--- src/rtl/line_test_pattern_gen.sv ---
module line_test_pattern_gen #(
  parameter int T1_LEN  = 20,
  parameter int T1_TAP  = 17,
  parameter int E1_LEN  = 15,
  parameter int E1_TAP  = 14,
  parameter int ZRUN_MAX = 14
) (
  input  logic       clk,
  input  logic       rst_n,
  input  logic       bit_en,
  input  logic [2:0] mode_sel,
  input  logic       e1_sel,
  input  logic       qrs_invert,
  input  logic       tx_on,
  input  logic       data_in,
  output logic       tx_bit,
  output logic       tx_oe,
  output logic       loop_det_suppress
);
  localparam int ZW = $clog2(ZRUN_MAX + 1);
  localparam logic [2:0] M_QRS  = 3'b100;
  localparam logic [2:0] M_ONES = 3'b101;
  localparam logic [2:0] M_LUP  = 3'b110;
  localparam logic [2:0] M_LDN  = 3'b111;
  localparam logic [T1_LEN-1:0] SEED = '1;

  logic [2:0]        mode_q;
  logic              e1_q;
  logic [2:0]        cnt, cnt_cur, cnt_nxt, cnt_lim;
  logic [T1_LEN-1:0] lf, lf_cur, lf_nxt;
  logic [ZW-1:0]     zrun, z_cur;
  logic              chg, raw, fb, lim_bit, nxt_bit;

  assign chg     = (mode_sel != mode_q) || (e1_sel != e1_q);
  assign cnt_cur = chg ? 3'd0 : cnt;
  assign lf_cur  = chg ? SEED : lf;
  assign z_cur   = chg ? '0 : zrun;

  assign cnt_lim = (mode_sel == M_LUP) ? 3'd4 : 3'd2;
  assign cnt_nxt = (cnt_cur >= cnt_lim) ? 3'd0 : cnt_cur + 3'd1;

  assign raw     = e1_sel ? lf_cur[E1_LEN-1] : lf_cur[T1_LEN-1];
  assign fb      = e1_sel ? (lf_cur[E1_LEN-1] ^ lf_cur[E1_TAP-1])
                          : (lf_cur[T1_LEN-1] ^ lf_cur[T1_TAP-1]);
  assign lf_nxt  = {lf_cur[T1_LEN-2:0], fb};
  assign lim_bit = raw | (!e1_sel && z_cur == ZW'(ZRUN_MAX));

  always_comb begin
    case (mode_sel)
      M_QRS:   nxt_bit = lim_bit ^ qrs_invert;
      M_ONES:  nxt_bit = 1'b1;
      M_LUP:   nxt_bit = (cnt_cur == 3'd4);
      M_LDN:   nxt_bit = (cnt_cur == 3'd2);
      default: nxt_bit = data_in;
    endcase
  end

  always_ff @(posedge clk) begin
    if (!rst_n) begin
      mode_q            <= '0;
      e1_q              <= 1'b0;
      cnt               <= '0;
      lf                <= SEED;
      zrun              <= '0;
      tx_bit            <= 1'b0;
      tx_oe             <= 1'b0;
      loop_det_suppress <= 1'b0;
    end else begin
      mode_q            <= mode_sel;
      e1_q              <= e1_sel;
      tx_oe             <= tx_on;
      loop_det_suppress <= (mode_sel == M_LUP);
      if (bit_en) begin
        tx_bit <= nxt_bit;
        cnt    <= cnt_nxt;
        lf     <= lf_nxt;
        zrun   <= lim_bit ? '0 : z_cur + ZW'(1);
      end else if (chg) begin
        cnt  <= '0;
        lf   <= SEED;
        zrun <= '0;
      end
    end
  end
endmodule

--- config.mk ---
export PLATFORM = sky130hd
export DESIGN_NAME = line_test_pattern_gen
export DESIGN_NICKNAME = d
export VERILOG_FILES = /design/src/rtl/line_test_pattern_gen.sv
export SDC_FILE = /design/constraint.sdc
export NUM_CORES = 1
export LEC_CHECK = 0
export CAP_MARGIN = 20
export CORE_UTILIZATION = 35
export DETAILED_ROUTE_END_ITERATION = 10
export PLACE_DENSITY = 0.57
export SYNTH_ARGS = -nofsm -noshare
export SYNTH_HDL_FRONTEND = slang
export SYNTH_SLANG_ARGS = --single-unit
--- constraint.sdc ---
create_clock -name clk -period 2.9 [get_ports clk]
set_clock_uncertainty 0.05 [all_clocks]
set_input_delay 0.435 -clock clk [delete_from_list [all_inputs] [get_ports clk]]
set_output_delay 0.435 -clock clk [all_outputs]
set_load 0.05 [all_outputs]
==> out/qor.txt <==
run status -> finished, final reports clean
Placer Congestion -> 0.727
post-route cell area -> 0.00181 mm^2
Tot Pwr -> 995 uW
first-pass GRT wire length -> 4360 um
MaxCap Viol Count -> 0
crit path kind -> primary input to flop
Total Wirelength -> 2630 um
Detailed Place HPWL -> 1880 um
area added between synthesis and finish -> 18.5%
number of buffers created by CTS -> 5
Power Dens Cells -> 549 mW/mm^2
final setup TNS -> 0 ns
Leak Pwr -> 0.000765 uW
VDD IR-drop max -> 0.000157 V
Peak Freq -> 394 MHz
via count -> 1091
PortBufs -> 12
cts repair resizes -> 0
Initial Utilization -> 0.374
core area -> 0.00409 mm^2
worst-skew pair later-pin latency -> 0.28 ns
slew margin rel. -> 0.672
DRT iter0 DRCs -> 53
CP max stage cell -> clkdlybuf4s50_1
Clock Tree Buf Depth -> 2
number of antenna cells inserted -> 0
utilization after layout -> 0.444
register area share after synthesis -> 0.445
CP max stage delay -> 0.46 ns
Die W -> 68.1 um
Ys Warns -> 0
GRT Total Usage -> 0.133
Max Transition Viols Final -> 0
final worst path period share -> 0.876
Crit Path Max Fanout -> 11
CTS clk-pin slew, worst paths -> 0.07 ns
CTS Sinks -> 34
Finish-stage setup viols -> 0
H-tree Lvls -> 2
RSZ-0062 raised after global routing -> false
Via density -> 4.79
Antenna Nets Post-Route -> 0
Clock Tree Root -> clkbuf_8
fin crit period -> 2.54 ns
WP data arrival -> 2.71 ns
Ports -> 13
Worst Tran Pin Value -> 0.490 ns
share of cells above drive strength 1 -> 0.0899
post-CTS setup buffers -> 0
row count -> 23
Cell Area, Synth -> 0.00153 mm^2
die footprint -> 0.00464 mm^2
synthesis-stage register bit count -> 34
CTS tree -> yes
vias in the first global route -> 1026
Final Hold Vio Count -> 0
Hold-fix buffers, CTS -> 0
syn_nets -> 177
DRT Pass-1 Iters -> 4
Crit path required time -> 3.07 ns
Hold Path Class -> flop to flop
antenna violations before repair -> 0
grt ovf -> 0
Avg WL per Cell -> 11.5 um
Netlist cell types -> 34
Residual DRC -> 0
largest net degree at the start of global routing -> 34
CP endpoint kind -> flop
Crit path top cell by count -> nor2b_1
CP Cell Sequence -> clkdlybuf4s50_1 > xor2_1 > nor4_2 > buf_4 > and2_1 > ha_1 > nor2b_1 > o21ai_0 > nand2_1 > a41oi_2 > nor2b_1
startpoint types -> primary input
placed instance area -> 0.00170 mm^2
Net count, final -> 193
syn avg cell area -> 9.45 um^2
Die Ht -> 68.1 um
post-synthesis cell count -> 162
## final timing paths
kind,end,from,slack (ns),cells after the start
min reg2reg,lf[12]$_SDFF_PN1_,lf[12]$_SDFF_PN1_,0.42,2
max reg2reg,cnt[2]$_SDFF_PN0_,e1_q$_SDFF_PN0_,0.68,10
max,cnt[2]$_SDFF_PN0_,e1_sel,0.36,11
min,lf[12]$_SDFF_PN1_,lf[12]$_SDFF_PN1_,0.42,2
## Yosys cell counts
cell type / count / area share
a21oi_1: 1 / 0.0033
a311o_1: 1 / 0.0065
a31oi_1: 2 / 0.0082
a41oi_2: 1 / 0.011
and2_1: 9 / 0.037
and2_4: 1 / 0.0057
and3_1: 1 / 0.0041
and3b_1: 1 / 0.0057
buf_1: 2 / 0.0049
buf_2: 1 / 0.0033
buf_4: 1 / 0.0049
buf_6: 2 / 0.015
clkbuf_1: 2 / 0.0049
dfxtp_1: 34 / 0.44
ha_1: 5 / 0.041
inv_1: 6 / 0.015
mux2i_1: 21 / 0.14
nand2_1: 31 / 0.076
nand2_4: 1 / 0.0074
nand2b_1: 1 / 0.0041
nand3_1: 4 / 0.013
nor2_1: 8 / 0.020
nor2b_1: 3 / 0.012
nor3_1: 1 / 0.0033
nor4_2: 1 / 0.0082
o2111ai_1: 1 / 0.0057
o211ai_1: 2 / 0.0098
o21a_1: 1 / 0.0049
o21ai_0: 5 / 0.016
o221ai_1: 1 / 0.0057
o22ai_1: 1 / 0.0041
or4b_1: 1 / 0.0065
xnor2_1: 3 / 0.017
xor2_1: 6 / 0.034
## cell type report
type	instances	area (um^2)
clock buffers	6	82.6
multi-input cells	114	777
repair buffers	17	158
clock inverters	1	30.0
well taps	50	62.6
fillers	394	2270
flip-flops and latches	34	681
inverters	6	22.5
## power breakdown
group / switching (uW) / internal [uW] / leakage, uW / total [uW]
Clock: 161 / 275 / 0.0000573 / 436
Sequential: 3.77 / 474 / 0.000277 / 478
Combinational: 42.4 / 38.5 / 0.000431 / 80.9
## per-layer routing
metal	track usage	wire length, um	part of all wire
met5	0	0	0
met4	0.0703	66	0.025
met3	0.0567	139	0.053
met2	0.230	1270	0.48
met1	0.133	1150	0.44
## cells by family after synthesis
kind of cell             synth area share
AO/OA/AOI/OAI                      0.0752
multiplexers                        0.137
buffers and inverters              0.0474
adder cells (fa/ha/maj)            0.0409
flip-flops                          0.445
AND/OR/NAND/NOR                     0.203
XOR/XNOR                           0.0515
## critical path, delay by kind of cell
family	cells	cell delay, ns
xor+xnor	1	0.17
fa+ha+maj	1	0.26
buf+inv	2	0.68
simple gates	5	0.83
compound gates	2	0.33
## state kept, by name, indices dropped and copies added (netlist names)
| register | count |
|---|---|
| lf | 20 |
| loop_det_suppress | 1 |
| e1_q | 1 |
| tx_bit | 1 |
| zrun | 4 |
| tx_oe | 1 |
| cnt | 3 |
| mode_q | 3 |
## cells in the final DEF (no fill, tap or decap), types with 2 or more instances in the layout
| cell | synthesis | routed |
|---|---|---|
| a31oi_1 | 2 | 2 |
| and2_1 | 9 | 9 |
| buf_4 | 1 | 5 |
| clkbuf_8 | 0 | 6 |
| clkdlybuf4s50_1 | 0 | 12 |
| dfxtp_1 | 34 | 34 |
| ha_1 | 5 | 5 |
| inv_1 | 6 | 6 |
| mux2i_1 | 21 | 21 |
| nand2_1 | 31 | 31 |
| nand3_1 | 4 | 4 |
| nor2_1 | 8 | 8 |
| nor2b_1 | 3 | 3 |
| o211ai_1 | 2 | 2 |
| o21ai_0 | 5 | 5 |
| xnor2_1 | 3 | 3 |
| xor2_1 | 6 | 6 |
## stage by stage
| stage | setup slack (ns) | instances | hold slack, ns |
|---|---|---|---|
| floorplan | 0.746 | 162 | 0.390 |
| global placement | 0.120 | 221 | 0.402 |
| detailed placement | 0.0751 | 221 | 0.408 |
| CTS | 0.361 | 228 | 0.426 |
| global route | 0.146 | 228 | 0.432 |
| finish | 0.359 | 228 | 0.419 |
Power figures use the tool's default switching activity.
